--- src/rtl/sqs_pkg.sv ---
// Package: shared types and constants for the supply sequencer.
// Assumes slot codes are 4 bits wide, with 1..8 the only valid positions.
package sqs_pkg;
    localparam int SLOT_W   = 4;
    localparam int POS_LAST = 8;

    typedef enum logic [2:0] {
        SQ_OFF,
        SQ_UP_RAMP,
        SQ_UP_SETTLE,
        SQ_ON,
        SQ_DN_RAMP,
        SQ_DN_SETTLE,
        SQ_HALT
    } sq_state_e;
endpackage

--- src/rtl/sqs_slot_match.sv ---
// Module: decodes every channel's slot field against a position value.
// Assumes slot fields are packed 4 bits per channel, channel 0 lowest.
// Outputs: hit marks channels at that position, cfg marks channels with a valid slot.
module sqs_slot_match #(
    parameter int NUM_CH = 4
) (
    input  logic [sqs_pkg::SLOT_W*NUM_CH-1:0] slots,
    input  logic [sqs_pkg::SLOT_W-1:0]        pos,
    output logic [NUM_CH-1:0]                 hit,
    output logic [NUM_CH-1:0]                 cfg
);
    localparam int SW = sqs_pkg::SLOT_W;

    for (genvar g = 0; g < NUM_CH; g++) begin : g_ch
        logic [SW-1:0] code;
        // Per-channel decode of the slot field.
        assign code   = slots[g*SW +: SW];
        assign cfg[g] = (code != '0) && (code <= SW'(sqs_pkg::POS_LAST));
        assign hit[g] = cfg[g] && (code == pos);
    end
endmodule

--- src/rtl/sqs_step_timer.sv ---
// Module: minimum step-delay counter gated by a readiness condition.
// Assumes run is high only during a ramp. The count holds at zero while the
// gate is low, so the delay is counted only after the gate opens.
module sqs_step_timer #(
    parameter int STEP_W = 16
) (
    input  logic              clk,
    input  logic              rst_n,
    input  logic              run,
    input  logic              gate_ok,
    input  logic [STEP_W-1:0] step_cycles,
    output logic              fire
);
    logic [STEP_W-1:0] cnt_q;
    logic [STEP_W:0]   cnt_inc;

    assign cnt_inc = {1'b0, cnt_q} + 1'b1;
    assign fire    = run && gate_ok && (cnt_inc >= {1'b0, step_cycles});

    // Count gated cycles since the last step; restart on step or gate loss.
    always_ff @(posedge clk) begin
        if (!rst_n)
            cnt_q <= '0;
        else if (!run || !gate_ok || fire)
            cnt_q <= '0;
        else
            cnt_q <= cnt_q + 1'b1;
    end

    // Two steps never come back to back when the step setting exceeds one.
    assert_step_gap_R3: assert property (@(posedge clk) disable iff (!rst_n)
        (fire && step_cycles > STEP_W'(1)) |=> (!fire || step_cycles != $past(step_cycles)));
endmodule

--- src/rtl/sqs_pg_watchdog.sv ---
// Module: power-good watchdog spanning one ramp.
// Assumes clear is high whenever no ramp is in progress. Arming happens on the
// first supply action of the ramp. A zero limit never times out.
module sqs_pg_watchdog #(
    parameter int WDOG_W = 20
) (
    input  logic              clk,
    input  logic              rst_n,
    input  logic              clear,
    input  logic              arm,
    input  logic [WDOG_W-1:0] limit,
    output logic              timeout
);
    logic              armed_q;
    logic [WDOG_W-1:0] cnt_q;

    assign timeout = armed_q && (limit != '0) && (cnt_q >= limit);

    // Arm on the first action, then count cycles until the ramp is cleared.
    always_ff @(posedge clk) begin
        if (!rst_n || clear) begin
            armed_q <= 1'b0;
            cnt_q   <= '0;
        end else if (arm && !armed_q) begin
            armed_q <= 1'b1;
            cnt_q   <= '0;
        end else if (armed_q && cnt_q != '1) begin
            cnt_q <= cnt_q + 1'b1;
        end
    end
endmodule

--- src/rtl/supply_sequencer.sv ---
// Module: top-level sequencer for up to NUM_CH supplies across eight time slots.
// Assumes slot codes, force mask and timer settings are static during a ramp,
// and that threshold flags are already synchronous to clk.
module supply_sequencer #(
    parameter  int NUM_CH = 4,
    parameter  int STEP_W = 16,
    parameter  int WDOG_W = 20,
    localparam int CH_W   = (NUM_CH > 1) ? $clog2(NUM_CH) : 1
) (
    input  logic                              clk,
    input  logic                              rst_n,
    input  logic                              seq_on,
    input  logic                              sys_fault,
    input  logic [STEP_W-1:0]                 step_cycles,
    input  logic [WDOG_W-1:0]                 wdog_cycles,
    input  logic [sqs_pkg::SLOT_W*NUM_CH-1:0] ch_slot,
    input  logic [NUM_CH-1:0]                 ch_force,
    input  logic [NUM_CH-1:0]                 up_ok,
    input  logic [NUM_CH-1:0]                 down_ok,
    input  logic [NUM_CH-1:0]                 uv_ok,
    output logic [NUM_CH-1:0]                 ch_en,
    output logic                              seq_done,
    output logic                              seq_fault,
    output logic [CH_W-1:0]                   fault_ch
);
    import sqs_pkg::*;

    localparam logic [SLOT_W-1:0] POS_TOP = SLOT_W'(POS_LAST + 1);

    sq_state_e         state_q;
    logic [SLOT_W-1:0] pos_q, pos_nxt;
    logic [NUM_CH-1:0] en_q, hit_cur, hit_nxt, cfg, cfg_unused, cand;
    logic              fault_q;
    logic [CH_W-1:0]   fault_ch_q, pick;
    logic              in_up, in_dn, dn_phase, ramp_phase;
    logic              gate_up, gate_dn, fire, wd_clear, wd_arm, timeout;
    logic              all_uv, all_dn;

    assign in_up      = (state_q == SQ_UP_RAMP);
    assign in_dn      = (state_q == SQ_DN_RAMP);
    assign dn_phase   = in_dn || (state_q == SQ_DN_SETTLE);
    assign ramp_phase = in_up || in_dn || (state_q == SQ_UP_SETTLE) || (state_q == SQ_DN_SETTLE);
    assign pos_nxt    = in_dn ? (pos_q - 1'b1) : (pos_q + 1'b1);

    // Channels sitting at the last served slot (the gate) and at the next slot (the action).
    sqs_slot_match #(.NUM_CH(NUM_CH)) u_match_cur (
        .slots(ch_slot), .pos(pos_q),   .hit(hit_cur), .cfg(cfg));
    sqs_slot_match #(.NUM_CH(NUM_CH)) u_match_nxt (
        .slots(ch_slot), .pos(pos_nxt), .hit(hit_nxt), .cfg(cfg_unused));

    assign gate_up = &(~hit_cur | up_ok);
    assign gate_dn = &(~hit_cur | down_ok);
    assign all_uv  = &(~cfg | uv_ok);
    assign all_dn  = &(~cfg | down_ok);

    sqs_step_timer #(.STEP_W(STEP_W)) u_step (
        .clk(clk), .rst_n(rst_n), .run(in_up || in_dn),
        .gate_ok(in_dn ? gate_dn : gate_up),
        .step_cycles(step_cycles), .fire(fire));

    assign wd_arm   = fire && (|hit_nxt);
    assign wd_clear = !ramp_phase || (!dn_phase && !seq_on);

    sqs_pg_watchdog #(.WDOG_W(WDOG_W)) u_wdog (
        .clk(clk), .rst_n(rst_n), .clear(wd_clear), .arm(wd_arm),
        .limit(wdog_cycles), .timeout(timeout));

    // Failing-channel candidates for the current ramp direction.
    assign cand = dn_phase ? (cfg & ~en_q & ~down_ok) : (cfg & en_q & ~uv_ok);

    // Choose the lowest-index candidate.
    always_comb begin
        pick = '0;
        for (int i = NUM_CH - 1; i >= 0; i--)
            if (cand[i]) pick = CH_W'(i);
    end

    // Main sequencing state machine with its enable and fault registers.
    always_ff @(posedge clk) begin
        if (!rst_n) begin
            state_q    <= SQ_OFF;
            pos_q      <= '0;
            en_q       <= '0;
            fault_q    <= 1'b0;
            fault_ch_q <= '0;
        end else if (sys_fault) begin
            state_q <= SQ_HALT;
            en_q    <= '0;
        end else begin
            case (state_q)
                SQ_OFF: begin
                    if (seq_on) begin
                        state_q <= SQ_UP_RAMP;
                        pos_q   <= '0;
                        en_q    <= '0;
                    end else begin
                        en_q <= ch_force & cfg;
                    end
                end
                SQ_UP_RAMP, SQ_UP_SETTLE: begin
                    if (!seq_on) begin
                        state_q <= SQ_DN_RAMP;
                        pos_q   <= POS_TOP;
                    end else if (state_q == SQ_UP_SETTLE && all_uv) begin
                        state_q <= SQ_ON;
                    end else if (timeout) begin
                        state_q    <= SQ_HALT;
                        en_q       <= '0;
                        fault_q    <= 1'b1;
                        fault_ch_q <= pick;
                    end else if (in_up && fire) begin
                        en_q  <= en_q | hit_nxt;
                        pos_q <= pos_nxt;
                        if (pos_nxt == SLOT_W'(POS_LAST)) state_q <= SQ_UP_SETTLE;
                    end
                end
                SQ_ON: begin
                    if (!seq_on) begin
                        state_q <= SQ_DN_RAMP;
                        pos_q   <= POS_TOP;
                    end
                end
                SQ_DN_RAMP, SQ_DN_SETTLE: begin
                    if (state_q == SQ_DN_SETTLE && all_dn) begin
                        state_q <= SQ_OFF;
                    end else if (timeout) begin
                        state_q    <= SQ_HALT;
                        en_q       <= '0;
                        fault_q    <= 1'b1;
                        fault_ch_q <= pick;
                    end else if (in_dn && fire) begin
                        en_q  <= en_q & ~hit_nxt;
                        pos_q <= pos_nxt;
                        if (pos_nxt == SLOT_W'(1)) state_q <= SQ_DN_SETTLE;
                    end
                end
                default: begin
                    en_q <= '0;
                    if (!seq_on) begin
                        state_q <= SQ_OFF;
                        fault_q <= 1'b0;
                    end
                end
            endcase
        end
    end

    assign ch_en     = en_q;
    assign seq_done  = (state_q == SQ_ON);
    assign seq_fault = fault_q;
    assign fault_ch  = fault_ch_q;

    for (genvar g = 0; g < NUM_CH; g++) begin : g_cfg_chk
        // An unconfigured channel stays dark.
        assert_unslotted_dark_R1: assert property (@(posedge clk) disable iff (!rst_n)
            !cfg[g] |=> !ch_en[g]);
    end

    assert_kill_all_R7: assert property (@(posedge clk) disable iff (!rst_n)
        sys_fault |=> (ch_en == '0));

    assert_fault_dark_R9: assert property (@(posedge clk) disable iff (!rst_n)
        seq_fault |-> (ch_en == '0));

    assert_done_release_R8: assert property (@(posedge clk) disable iff (!rst_n)
        (seq_done && !seq_on) |=> !seq_done);

    assert_wd_zero_quiet_R6: assert property (@(posedge clk) disable iff (!rst_n)
        $rose(seq_fault) |-> ($past(wdog_cycles) != '0));
endmodule

--- config.mk ---
export PLATFORM = sky130hd
export DESIGN_NAME = supply_sequencer
export DESIGN_NICKNAME = d
export VERILOG_FILES = /design/src/rtl/sqs_pkg.sv /design/src/rtl/sqs_slot_match.sv /design/src/rtl/sqs_step_timer.sv /design/src/rtl/sqs_pg_watchdog.sv /design/src/rtl/supply_sequencer.sv
export SDC_FILE = /design/constraint.sdc
export NUM_CORES = 1
export LEC_CHECK = 0
export BUFFER_PORTS_ARGS = -buffer_cell sky130_fd_sc_hd__buf_2
export CAP_MARGIN = 15
export CORE_MARGIN = 3
export CORE_UTILIZATION = 50
export CTS_CLUSTER_SIZE = 8
export DETAILED_ROUTE_END_ITERATION = 6
export PLACE_DENSITY = 0.74
export REMOVE_ABC_BUFFERS = 1
export SLEW_MARGIN = 20
export SYNTH_ARGS = -nofsm -noshare
export SYNTH_HDL_FRONTEND = slang
export SYNTH_HIERARCHICAL = 1
export SYNTH_SLANG_ARGS = --single-unit
export TNS_END_PERCENT = 50
--- constraint.sdc ---
create_clock -name clk -period 4.1 [get_ports clk]
set_input_delay 0.615 -clock clk [delete_from_list [all_inputs] [get_ports clk]]
set_output_delay 0.615 -clock clk [all_outputs]
set_load 0.05 [all_outputs]
Word-level counts from Yosys, hierarchy flattened

Cells that the tools add are included.

Register bits after elaboration: 51
Input bits: 72

Bitwise operators: 21
Muxes and demuxes: 51
$add $sub $neg: 5
Eq/ne operators: 41
Order comparisons: 6
Reductions and logical operators: 64

Operators with widths:

| kind                                                            | number |
|---|---|
| 4-bit 2-to-1 mux                                                | 19 |
| 3-bit 2-to-1 mux                                                | 13 |
| 4-bit == test                                                   | 8 |
| 4-bit case mux with 4 select lines                              | 2 |
| 4-bit bitwise AND                                               | 6 |
| 1-bit logical AND                                               | 24 |
| 4-bit NOT                                                       | 6 |
| 3-bit inequality test, second input constant                    | 7 |
| 20-bit by 1-bit adder with 20-bit output, second input constant | 1 |
| 20-bit greater-or-equal comparator                              | 1 |
| 20-bit inequality test, second input constant                   | 1 |
| 5-bit inequality test, second input constant                    | 4 |
| 4-bit OR                                                        | 5 |
| 20-bit nonzero test                                             | 1 |
| 4-bit nonzero test                                              | 5 |
| 16-bit by 1-bit adder with 17-bit output, second input constant | 1 |
| 17-bit by 16-bit greater-or-equal comparator with 1-bit output  | 1 |
| 16-bit by 1-bit adder with 16-bit output, second input constant | 1 |
| 4-bit less-or-equal comparator, second input constant           | 4 |
| 2-bit 2-to-1 mux                                                | 8 |
| 4-bit AND reduction                                             | 4 |
| 2-bit inequality test, second input constant                    | 7 |
| 7-bit AND reduction                                             | 2 |
| 6-bit inequality test, second input constant                    | 2 |
| other kinds (25)                                                | 55 |

Longest topological paths before layout

Gate-level depths: netlist of the first run.

Depth in word-level cells: 16
Mapped depth: 19
Gate-level depth less buffers: 17

By module

Netlist of the first run, hierarchy kept.

By module, submodules not included:

| module           | instances | cells an instance | area each (um^2) |
|---|---|---|---|
| sqs_pg_watchdog  | 1         | 190               | 1572.8 |
| supply_sequencer | 1         | 196               | 1482.7 |
| sqs_step_timer   | 1         | 131               | 1182.4 |
| sqs_slot_match   | 2         | 34                | 275.3 |

Worst setup path after synthesis of the first run

No wires, ideal clock.

Path type: reg2reg
Start point: register state_q[1]
End point: register u_wdog.cnt_q[16]
Slack: 0.426 ns
Arrival time: 3.596 ns
Library setup time: 0.078 ns
Stages on the path, launching flop included: 19
Period minus slack after synthesis: 3.674 ns
Path buffers: 6
Cells stage by stage: dfxtp_1 buf_2 buf_2 buf_4 clkbuf_1 nor2_1 ha_1 a21o_1 a21oi_2 xnor2_2 xor2_1 clkbuf_2 xnor2_1 and4_1 o41a_1 nand2b_1 nand3b_1 clkbuf_1 nor3_1

Word-level cells in the longest chain between the ends: 8
Elaborated cells between the ends (all ways): 29

RTL lines:

| element                             | line                   | source |
|---|---|---|
| from (decl)                         | supply_sequencer.sv:30 | `sq_state_e state_q;` |
| from (signal assigned)              | supply_sequencer.sv:81 | `state_q <= SQ_OFF;` |
| from (signal assigned)              | supply_sequencer.sv:87 | `state_q <= SQ_HALT;` |
| from (signal assigned)              | supply_sequencer.sv:93 | `state_q <= SQ_UP_RAMP;` |
| 3-bit == test                       | supply_sequencer.sv:40 | `assign in_dn = (state_q == SQ_DN_RAMP);` |
| 4-bit 2-to-1 mux                    | supply_sequencer.sv:43 | `assign pos_nxt = in_dn ? (pos_q - 1'b1) : (pos_q + 1'b1);` |
| named net pos_nxt[3]                | supply_sequencer.sv:31 | `logic [SLOT_W-1:0] pos_q, pos_nxt;` |
| 4-bit == test                       | sqs_slot_match.sv:19   | `assign hit[g] = cfg[g] && (code == pos);` |
| 1-bit logical AND                   | sqs_slot_match.sv:19   |  |
| named net hit_nxt[1]                | supply_sequencer.sv:32 | `logic [NUM_CH-1:0] en_q, hit_cur, hit_nxt, cfg, cfg_unused, cand;` |
| 4-bit OR reduction                  | supply_sequencer.sv:61 | `assign wd_arm = fire && (\|hit_nxt);` |
| 1-bit logical AND                   | supply_sequencer.sv:61 |  |
| named net wd_arm                    | supply_sequencer.sv:36 | `logic gate_up, gate_dn, fire, wd_clear, wd_arm, timeout;` |
| 1-bit logical AND                   | sqs_pg_watchdog.sv:24  | `end else if (arm && !armed_q) begin` |
| 2-bit OR reduction (no source line) | n/a                    |  |
| to (signal assigned)                | sqs_pg_watchdog.sv:28  | `cnt_q <= cnt_q + 1'b1;` |
| to (decl)                           | sqs_pg_watchdog.sv:15  | `logic [WDOG_W-1:0] cnt_q;` |

The timed path passes the listed nets, and every way through them passes these cells.
A chain may end at the register's enable or synchronous reset.

Worst setup path in the final report of the first run

Start point: register u_step.cnt_q[0]
End point: register pos_q[3]

Word-level cells in the longest chain between the ends: 6
Elaborated cells between the ends (all ways): 8

RTL lines:

| element                                                                         | line                                             | source |
|---|---|---|
| from (decl)                                                                     | sqs_step_timer.sv:14                             | `logic [STEP_W-1:0] cnt_q;` |
| from (signal assigned)                                                          | sqs_step_timer.sv:27                             | `cnt_q <= cnt_q + 1'b1;` |
| 16-bit by 1-bit adder with 17-bit output (*)                                    | sqs_step_timer.sv:17                             | `assign cnt_inc = {1'b0, cnt_q} + 1'b1;` |
| named net u_step.cnt_inc[14]                                                    | sqs_step_timer.sv:15                             | `logic [STEP_W:0] cnt_inc;` |
| 17-bit by 16-bit greater-or-equal comparator with 1-bit output (*)              | sqs_step_timer.sv:18                             | `assign fire = run && gate_ok && (cnt_inc >= {1'b0, step_cycles});` |
| 1-bit logical AND (*)                                                           | sqs_step_timer.sv:18                             |  |
| named net fire                                                                  | supply_sequencer.sv:36                           |  |
| 1-bit logical AND, on equally long branches                                     | supply_sequencer.sv:111, supply_sequencer.sv:131 |  |
| 3-bit inequality test (no source line) or 2-bit inequality test (tied branches) | n/a                                              |  |
| 10-bit AND reduction (no source line) (*)                                       | n/a                                              |  |
| to (signal assigned)                                                            | supply_sequencer.sv:113                          | `pos_q <= pos_nxt;` |
| to (signal assigned)                                                            | supply_sequencer.sv:133                          | `pos_q <= pos_nxt;` |
| to (decl)                                                                       | supply_sequencer.sv:31                           |  |

The timed path passes the listed nets; every way through them passes the cells marked *.

==> results of run 1 <==
==> per-stage QoR <==
| stage | setup TNS (ns) | hold slack [ns] | worst slack (ns) | utilization | std cells |
|---|---|---|---|---|---|
| final | 0 | 0.460 | 0.228 | 0.589 | 793 |
| after global placement | 0 | 0.437 | 0.292 | 0.573 | 785 |
| after floorplan | 0 | 0.444 | 0.196 | - | 569 |
| after CTS | 0 | 0.457 | 0.202 | 0.587 | 793 |
| after detailed placement | 0 | 0.444 | 0.208 | 0.573 | 785 |
| after global routing | -0.0139 | 0.485 | -0.0132 | 0.589 | 793 |
==> registers in the layout, indices dropped and copies added, names as in the netlist <==
register and flops:
ch_en 4, fault_ch 2, pos_q 4, seq_fault 1, state_q 3, u_step/cnt_q 16
u_wdog/armed_q 1, u_wdog/cnt_q 20
==> cell usage in the layout, fill, tap and decap left out, drive strengths merged, types with 4 or more instances in the layout <==
cell type / n
o211ai: 4
a21o: 9
a32oi: 5
and3: 11
or2: 5
nor4: 8
nor4b: 7
inv: 57
o22ai: 5
o21a: 7
nor2: 55
a31oi: 7
nand3: 26
nor3b: 6
nor2b: 10
xor2: 39
a21boi: 6
nand4: 10
and4: 12
mux2i: 7
clkbuf: 6
buf: 87
xnor2: 35
o2111ai: 6
nand2b: 12
dfxtp: 51
o21ai: 29
ha: 42
a21oi: 16
nand2: 22
nor3: 18
==> critical path: stages, from the launching register on <==
cell     delay (ns)
dfxtp_1        0.40
ha_1           0.21
nand3_1        0.19
nor2_4         0.20
nand3_1        0.15
xnor2_2        0.18
ha_1           0.30
and3_4         0.20
a221o_1        0.39
a31oi_4        0.23
nand2_1        0.08
o211a_1        0.30
nor3b_1        0.18
o21ai_0        0.18
a21oi_1        0.08
o21a_1         0.25
o221a_1        0.26
==> power breakdown <==
part	internal [mW]	switching, mW
sequential	0.518	0.0363
clock	0.244	0.168
combinational	0.373	0.534
total	1.14	0.739
==> cell type report <==
cell class | instances | area share
repair buffers | 87 | 0.0833
clock buffers | 6 | 0.0133
multi-input cells | 461 | 0.637
well taps | 129 | 0.0295
flip-flops and latches | 51 | 0.187
clock inverters | 2 | 0.0110
inverters | 57 | 0.0391
==> routing by layer <==
layer	global-route usage	wire [um]	vias to the layer above	share of wire
met4	0.0503	162	0	0.013
met1	0.289	5570	2140	0.46
met3	0.0435	611	15	0.051
met2	0.370	5660	121	0.47
li1	-	-	2256	-
met5	0	0	-	0
==> how the worst min path moves through the flow <==
stage	endpoint	slack (ns)
after global routing	fault_ch[0]$_SDFFE_PN0P_	0.49
after floorplan	u_step/cnt_q[0]$_SDFF_PP0_	0.44
after global placement	fault_ch[0]$_SDFFE_PN0P_	0.44
after detailed placement	fault_ch[0]$_SDFFE_PN0P_	0.44
after CTS	fault_ch[0]$_SDFFE_PN0P_	0.46
final	fault_ch[0]$_SDFFE_PN0P_	0.46
==> cells by family after synthesis <==
logic type | count (synthesis)
xor+xnor | 74
compound gates | 121
buf+inv | 73
mux | 8
fa+ha+maj | 44
simple gates | 214
flops | 51
==> results.txt, run 1 <==
Yosys warning total = 6
design area = 5470 um^2
CP required = 4.31 ns
Min-Delay Startpoint = fault_ch[0]$_SDFFE_PN0P_
final setup fails = 0
CTS Buf Count = 5
Synth Area in Simple Gates = 0.266
Initial DRC Count = 227
post-CTS setup buffer count = 0
ys async rst share = 0
Die Area = 10800 um^2
Max Cap Viol = 0
Slew @ Worst Pin = 0.710 ns
largest net degree at the start of global routing = 36
Synth Area per Inst = 8.19 um^2
count leader, synth = inv_1
DP Wirelength = 9580 um
Layout area overhead = 14.2%
hold_buf cts = 0
FMAX = 258 MHz
final WL = 12000 um
minimum clock period = 3.87 ns
Critical Path Source Type = flip-flop
Hold Path Depth = 2
CORE AREA = 9280 um^2
layout cells sized above 1 = 0.200
post-synthesis xor/xnor area fraction = 0.137
cell leakage power = 2.45 nW
Total Power = 1.87 mW
R2R cell count = 16
CP max FO = 8
largest family of logic cells by synthesized area = simple AND/OR/NAND/NOR gates
worst reg2reg path endpoint = pos_q[3]$_SDFFE_PN0P_
antenna cell count = 0
Die Span Y = 104 um
DR vias = 4532
most frequent cells after synthesis = 56 x inv_1, 53 x nor2_1, 51 x dfxtp_1
Worst setup EP type = flip-flop
Synth area leaders = dfxtp_1 21%, ha_1 11%, xor2_1 7.1%, xnor2_1 6.2%, inv_1 4.4%
Routed Antenna Nets = 0
Seq/Total Area, Yosys = 0.213
Die W = 104 um
DRC violations left = 0
R2R setup slack = 0.23 ns
vias in the first global route = 4426
status = finished, final reports clean
Worst EP arrival = 4.08 ns
initial antenna violation count = 0
Setup crit end = pos_q[3]$_SDFFE_PN0P_
Slew Limit Fails = 0
ys flop type = dfxtp_1
Ports = 80
Max-slew headroom = 0.527
Power per Cell Area = 343 nW/um^2
Clock Latency Late Sink = 0.31 ns
RR Startpoint = u_step/cnt_q[0]$_SDFF_PP0_
Final period util = 0.944
Starting Density = 0.516
first-pass GRT wire length = 20300 um
Root Driver = clkbuf_8
Netlist cell types = 85
Cell Area, Placed = 5320 um^2
I/O Buffers = 79
htree depth = 2
Reg area = 1020 um^2
multiplexer share of the synthesized area = 0.0170
Compound-Gate Fraction of Synth Area = 0.188
Synth top area share = 0.213
final hold violations = 0
drt pass-1 iters = 5
total congestion overflow = 0
Worst IR Drop VDD = 172 uV
CTS clk-pin slew, worst paths = 0.10 ns
Gate Count Post-Synth = 585
Hold Path Class = flip-flop to flip-flop
critical path class = flip-flop to flip-flop
total of fill cells in the finished design = 856
Total GRT Usage = 0.219
Placer Congestion = 0.951
post-synthesis cell area = 4790 um^2
Post-synth EDFFs = 0
routed len/inst = 15.1 um
Synth area leader = dfxtp_1
Multi-input gate area = 3480 um^2
CTS max path bufs = 2
Post-CTS Resized = 0
CTS tree = done
#FFs+latches synth = 51
Setup Skew = 0.0117 ns
Synth Area in Adders = 0.116
TritonCTS Sinks = 51
NumNets Final = 778
Row Count = 35
Via density = 5.72
crit path from = u_step/cnt_q[0]$_SDFF_PP0_
Power figures use the tool's default switching activity.
==> run 2: changes to the inputs <==
==> constraint.sdc (replaced) <==
create_clock -name clk -period 5 [get_ports clk]
set_input_delay 0.75 -clock clk [delete_from_list [all_inputs] [get_ports clk]]
set_output_delay 0.75 -clock clk [all_outputs]
set_load 0.05 [all_outputs]
==> run 2 against run 1 <==
Clock skew grew 0.0046 ns. Die area is the same. Sequential share of layout area grew 0.26 points. Critical path type unchanged. Largest power group unchanged.
==> results.txt, run 2 (same netlist as run 1, synthesis figures left out) <==
Slew @ Worst Pin = 0.813 ns (+0.103 ns)
slowest CP cell = nand3b_1
I/O Buffers = 79 (unchanged)
CORE AREA = 9280 um^2 (unchanged)
Worst EP arrival = 4.70 ns (+0.62 ns)
initial antenna violation count = 0 (unchanged)
Clock Latency Late Sink = 0.32 ns (about the same)
Multi-input gate area = 3470 um^2 (-0.50%)
CTS max path bufs = 2 (unchanged)
Post-CTS Resized = 0 (unchanged)
Root Driver = clkbuf_8
hold_buf cts = 0 (unchanged)
design area = 5400 um^2 (-1.3%)
CP cell instances = inv_2, nand2_1, nor2_1, ha_1, a21o_1, a21oi_2, xnor2_2, xor2_1, xnor2_1, and4_1, o41a_1, nand2b_1, nand3b_1, a211oi_1
Die Span Y = 104 um (unchanged)
minimum clock period = 4.48 ns (+0.606 ns)
CP required = 5.22 ns (+0.91 ns)
post-CTS setup buffer count = 0 (unchanged)
critical path class = flip-flop to flip-flop
Max Cap Viol = 0 (unchanged)
Placer Congestion = 0.912 (-4.0%)
Layout area overhead = 12.7%
Setup Skew = 0.0164 ns (+0.00462 ns)
DR vias = 4502 (-0.66%)
Initial DRC Count = 326 (+44%)
CTS Buf Count = 5 (unchanged)
first-pass GRT wire length = 20300 um (unchanged)
RSZ-0062 raised after global routing = no
Slew Limit Fails = 0 (unchanged)
routed len/inst = 15.3 um (+1.2%)
largest net degree at the start of global routing = 36 (unchanged)
Min-Delay Startpoint = fault_ch[0]$_SDFFE_PN0P_
final hold violations = 0 (unchanged)
FMAX = 223 MHz (-14%)
Hold Path End = fault_ch[0]$_SDFFE_PN0P_
total congestion overflow = 0 (unchanged)
CTS tree = done
TritonCTS Sinks = 51 (unchanged)
total of fill cells in the finished design = 856 (unchanged)
pre-CTS WS = 0.539 ns (+0.330 ns)
Starting Density = 0.516 (unchanged)
Total GRT Usage = 0.220 (+0.00108)
CP max stage delay = 0.54 ns (+0.14 ns)
final WL = 12100 um (+0.41%)
commonest non-fill, non-tap cell in the layout = buf_2
R2R setup slack = 0.52 ns (+0.29 ns)
RR Startpoint = state_q[0]$_SDFFE_PP0P_
R2R cell count = 14 (-2)
commonest non-fill, non-tap cells in the layout = 79 x buf_2, 56 x inv_1, 53 x nor2_1
Max-slew headroom = 0.456 (-0.0703)
CP max FO = 20 (+12)
WP buf/inv = 1 (+1)
max FFs per register = 20 (unchanged)
Worst setup EP type = flip-flop
Via density = 5.72 (about the same)
drt pass-1 iters = 5 (unchanged)
Final period util = 0.895 (-0.0488)
Row Count = 35 (unchanged)
NumNets Final = 772 (-0.77%)
Ports = 80 (unchanged)
Die Area = 10800 um^2 (unchanged)
layout cells sized above 1 = 0.191 (-0.00881)
Die W = 104 um (unchanged)
Top reg by flops = u_wdog/cnt_q
Worst IR Drop VDD = 156 uV (-9.3%)
crit-path leading delay family = simple AND/OR/NAND/NOR gates
CP Depth = 14 (-2)
status = finished, final reports clean
final setup fails = 0 (unchanged)
Cell Area, Placed = 5270 um^2 (-0.85%)
CTS clk-pin slew, worst paths = 0.11 ns (about the same)
worst setup margin = 0.523 ns (+0.294 ns)
Hold Path Depth = 2 (unchanged)
cell leakage power = 2.41 nW (-1.7%)
Power per Cell Area = 278 nW/um^2 (-19%)
Routed Antenna Nets = 0 (unchanged)
vias in the first global route = 4419 (-0.16%)
worst reg2reg path endpoint = u_wdog/cnt_q[18]$_SDFFE_PP0P_
antenna cell count = 0 (unchanged)
htree depth = 2 (unchanged)
Hold Path Class = flip-flop to flip-flop
Top Registers = u_wdog/cnt_q (20), u_step/cnt_q (16)
DP Wirelength = 9560 um (-0.21%)
Critical Path Source Type = flip-flop
DRC violations left = 0 (unchanged)
Reg area = 1020 um^2 (unchanged)
Setup TNS = 0 ns (unchanged)
[run 2: worst min-delay path: cells and delay by family, from the launching register on]
family | cells | cell delay [ns]
AO/OA/AOI/OAI | 1 | 0.05
AND/OR/NAND/NOR | 1 | 0.05
flip-flops | 1 | 0.32
[run 2: metal layers]
layer,up-vias,GRT usage,wire (um),share of wire
li1,2257,-,-,-
met5,-,0,0,0
met3,11,0.0335,722,0.060
met4,0,0.0370,85,0.0071
met2,134,0.390,5740,0.48
met1,2100,0.287,5510,0.46
[run 2: worst max path at each step]
stage                       startpoint                            end  slack, ns
5_1_grt        state_q[0]$_SDFFE_PP0P_  u_wdog/cnt_q[18]$_SDFFE_PP0P_       0.13
3_3_place_gp   state_q[0]$_SDFFE_PP0P_  u_wdog/cnt_q[18]$_SDFFE_PP0P_       0.80
4_1_cts        state_q[0]$_SDFFE_PP0P_  u_wdog/cnt_q[18]$_SDFFE_PP0P_       0.54
3_5_place_dp   state_q[0]$_SDFFE_PP0P_  u_wdog/cnt_q[18]$_SDFFE_PP0P_       0.54
6_report       state_q[0]$_SDFFE_PP0P_  u_wdog/cnt_q[18]$_SDFFE_PP0P_       0.52
2_1_floorplan  state_q[1]$_SDFFE_PN0P_  u_wdog/cnt_q[18]$_SDFFE_PP0P_       1.10
[run 2: power by group]
| group | internal [mW] | total (mW) | switching, mW |
|---|---|---|---|
| Sequential | 0.425 | 0.463 | 0.0384 |
| Combinational | 0.286 | 0.720 | 0.434 |
| Clock | 0.165 | 0.314 | 0.149 |
| Total | 0.876 | 1.50 | 0.622 |
[run 2: cell type report]
type / instances / share of cell area
Clock inverter: 2 / 0.00719
Multi-Input combinational cell: 461 / 0.643
Sequential cell: 51 / 0.189
Inverter: 57 / 0.0397
Clock buffer: 6 / 0.0153
Tap cell: 129 / 0.0299
Timing Repair Buffer: 81 / 0.0761
[run 2: metrics by stage]
step | utilization | total power, mW | hold WS [ns] | cells
after CTS | 0.581 | 1.49 | 0.453 | 787
final | 0.581 | 1.50 | 0.450 | 787
after global routing | 0.581 | 1.59 | 0.473 | 787
after floorplan | - | 0.986 | 0.444 | 569
after detailed placement | 0.568 | 1.17 | 0.438 | 779
after global placement | 0.568 | 1.16 | 0.438 | 779
==> run 3: changes to the inputs <==
--- a/config.mk
+++ b/config.mk
@@ -12,6 +12,7 @@
 export CTS_CLUSTER_SIZE = 8
 export DETAILED_ROUTE_END_ITERATION = 6
 export PLACE_DENSITY = 0.74
+export RECOVER_POWER = 25
 export REMOVE_ABC_BUFFERS = 1
 export SLEW_MARGIN = 20
 export SYNTH_ARGS = -nofsm -noshare
==> run 3 against run 2 <==
Setup slack worse by 0.0066 ns. Clock power is essentially flat. Die area is the same. Critical endpoint unchanged. Total power down 0.36%. Worst hold slack better by 0.014 ns. Count of clock-buffer cells in the layout unchanged. Via count is 0.62% higher.
==> results.txt, run 3 (same netlist as run 1, synthesis figures left out) <==
Worst EP arrival = 4.70 ns (about the same)
Die Area = 10800 um^2 (unchanged)
Initial DRC Count = 247 (-24%)
status = finished, final reports clean
total congestion overflow = 0 (unchanged)
Post-CTS Resized = 0 (unchanged)
DP Wirelength = 9560 um (unchanged)
final hold violations = 0 (unchanged)
DR vias = 4530 (+0.62%)
total of fill cells in the finished design = 864 (+0.93%)
CTS max path bufs = 2 (unchanged)
initial antenna violation count = 0 (unchanged)
CP required = 5.22 ns (about the same)
first-pass GRT wire length = 20300 um (unchanged)
Max-slew headroom = 0.102 (-0.355)
slowest CP cell = nand3b_1
post-CTS setup buffer count = 0 (unchanged)
Non-Filler Instances = 787 (unchanged)
Hold Path Class = flip-flop to flip-flop
Ports = 80 (unchanged)
CP max FO = 20 (unchanged)
vias in the first global route = 4419 (unchanged)
DRC violations left = 0 (unchanged)
RR Startpoint = state_q[0]$_SDFFE_PP0P_
FMAX = 223 MHz (-0.15%)
final setup fails = 0 (unchanged)
R2R setup slack = 0.52 ns (about the same)
Hold Path End = fault_ch[0]$_SDFFE_PN0P_
CTS tree = done
routed len/inst = 15.3 um (-0.33%)
Root Driver = clkbuf_8
Placed Cells = 779 (unchanged)
Worst setup EP type = flip-flop
max FFs per register = 20 (unchanged)
critical path class = flip-flop to flip-flop
Slew Limit Fails = 0 (unchanged)
CP max stage delay = 0.53 ns (about the same)
commonest non-fill, non-tap cells in the layout = 71 x buf_2, 56 x inv_1, 54 x nor2_1
Placer Congestion = 0.912 (unchanged)
layout cells sized above 1 = 0.175 (-0.0167)
Multi-input gate area = 3460 um^2 (-0.22%)
htree depth = 2 (unchanged)
Hold Path Depth = 2 (unchanged)
TritonCTS Sinks = 51 (unchanged)
Starting Density = 0.516 (unchanged)
crit-path leading delay family = simple AND/OR/NAND/NOR gates
CORE AREA = 9280 um^2 (unchanged)
Via density = 5.76 (+0.62%)
largest net degree at the start of global routing = 36 (unchanged)
Top Registers = u_wdog/cnt_q (20), u_step/cnt_q (16)
Power per Cell Area = 278 nW/um^2 (about the same)
Max Cap Viol = 0 (unchanged)
minimum clock period = 4.48 ns (+0.00661 ns)
cell leakage power = 2.37 nW (-1.5%)
I/O Buffers = 79 (unchanged)
final WL = 12000 um (-0.33%)
worst reg2reg path endpoint = u_wdog/cnt_q[18]$_SDFFE_PP0P_
Reg area = 1020 um^2 (unchanged)
NumNets Final = 772 (unchanged)
Final period util = 0.897 (+0.00132)
Die W = 104 um (unchanged)
Slew @ Worst Pin = 1.35 ns (+0.535 ns)
Row Count = 35 (unchanged)
Total GRT Usage = 0.220 (unchanged)
Worst IR Drop VDD = 152 uV (-2.4%)
hold_buf cts = 0 (unchanged)
Die Span Y = 104 um (unchanged)
Setup Skew = 0.0154 ns (-0.000922 ns)
CP cell instances = inv_2, nand2_1, nor2_1, ha_1, a21o_1, a21oi_2, xnor2_2, xor2_1, xnor2_1, and4_1, o41a_1, nand2b_1, nand3b_1, a211oi_1
Top reg by flops = u_wdog/cnt_q
R2R cell count = 14 (unchanged)
CTS clk-pin slew, worst paths = 0.11 ns (about the same)
RSZ-0062 raised after global routing = no
CTS Buf Count = 5 (unchanged)
Routed Antenna Nets = 0 (unchanged)
antenna cell count = 0 (unchanged)
Layout area overhead = 12.2%
WP buf/inv = 1 (unchanged)
Clock Latency Late Sink = 0.32 ns (about the same)
Setup TNS = 0 ns (unchanged)
Min-Delay Startpoint = fault_ch[0]$_SDFFE_PN0P_
drt pass-1 iters = 5 (unchanged)
commonest non-fill, non-tap cell in the layout = buf_2
Critical Path Source Type = flip-flop
## run 3: cell types whose count changed in the layout (fill, tap and decap cells not counted), sizes merged
cell / previous run / this run
clkbuf: 6 / 15
buf: 81 / 72
## run 3: routing by layer
| metal | GRT usage | up-vias | routed length [um] |
|---|---|---|---|
| met5 | 0 | - | 0 |
| met4 | 0.0370 | 0 | 102 |
| met2 | 0.390 | 148 | 5720 |
| met3 | 0.0335 | 11 | 724 |
| met1 | 0.287 | 2116 | 5460 |
| li1 | - | 2255 | - |
## run 3: layout make-up
class                      count  share of cell area
multi-input combinational    461               0.644
sequential                    51               0.190
timing repair buffer          81              0.0738
inverter                      57              0.0398
tap                          129              0.0300
clock buffer                   6              0.0154
clock inverter                 2             0.00722
## run 3: worst max path at each step
stage,startpoint,to,slack [ns],cells after the start
after floorplan,state_q[1]$_SDFFE_PN0P_,u_wdog/cnt_q[18]$_SDFFE_PP0P_,1.10,12
after global placement,state_q[0]$_SDFFE_PP0P_,u_wdog/cnt_q[18]$_SDFFE_PP0P_,0.80,14
after detailed placement,state_q[0]$_SDFFE_PP0P_,u_wdog/cnt_q[18]$_SDFFE_PP0P_,0.54,14
after CTS,state_q[0]$_SDFFE_PP0P_,u_wdog/cnt_q[18]$_SDFFE_PP0P_,0.54,14
after global routing,state_q[0]$_SDFFE_PP0P_,u_wdog/cnt_q[18]$_SDFFE_PP0P_,0.13,14
final,state_q[0]$_SDFFE_PP0P_,u_wdog/cnt_q[18]$_SDFFE_PP0P_,0.52,14
## run 3: where the power goes
group	internal, mW	total (mW)	switching [mW]
Combinational	0.283	0.716	0.432
Sequential	0.425	0.464	0.0389
Clock	0.165	0.313	0.148
## run 3: stage by stage
step	worst slack, ns	util	hold slack (ns)	area (um^2)	total power, mW
2_1_floorplan	1.10	-	0.444	4700	0.986
3_3_place_gp	0.800	0.568	0.438	5270	1.16
3_5_place_dp	0.539	0.568	0.438	5270	1.17
4_1_cts	0.541	0.581	0.453	5400	1.49
5_1_grt	0.132	0.579	0.499	5370	1.59
6_report	0.516	0.579	0.464	5370	1.49
## run 3: tightest hold or removal path, stage by stage, from the launching register on
cell and delay, ns:
dfxtp_1 0.32, nand2_1 0.05, a21boi_0 0.06
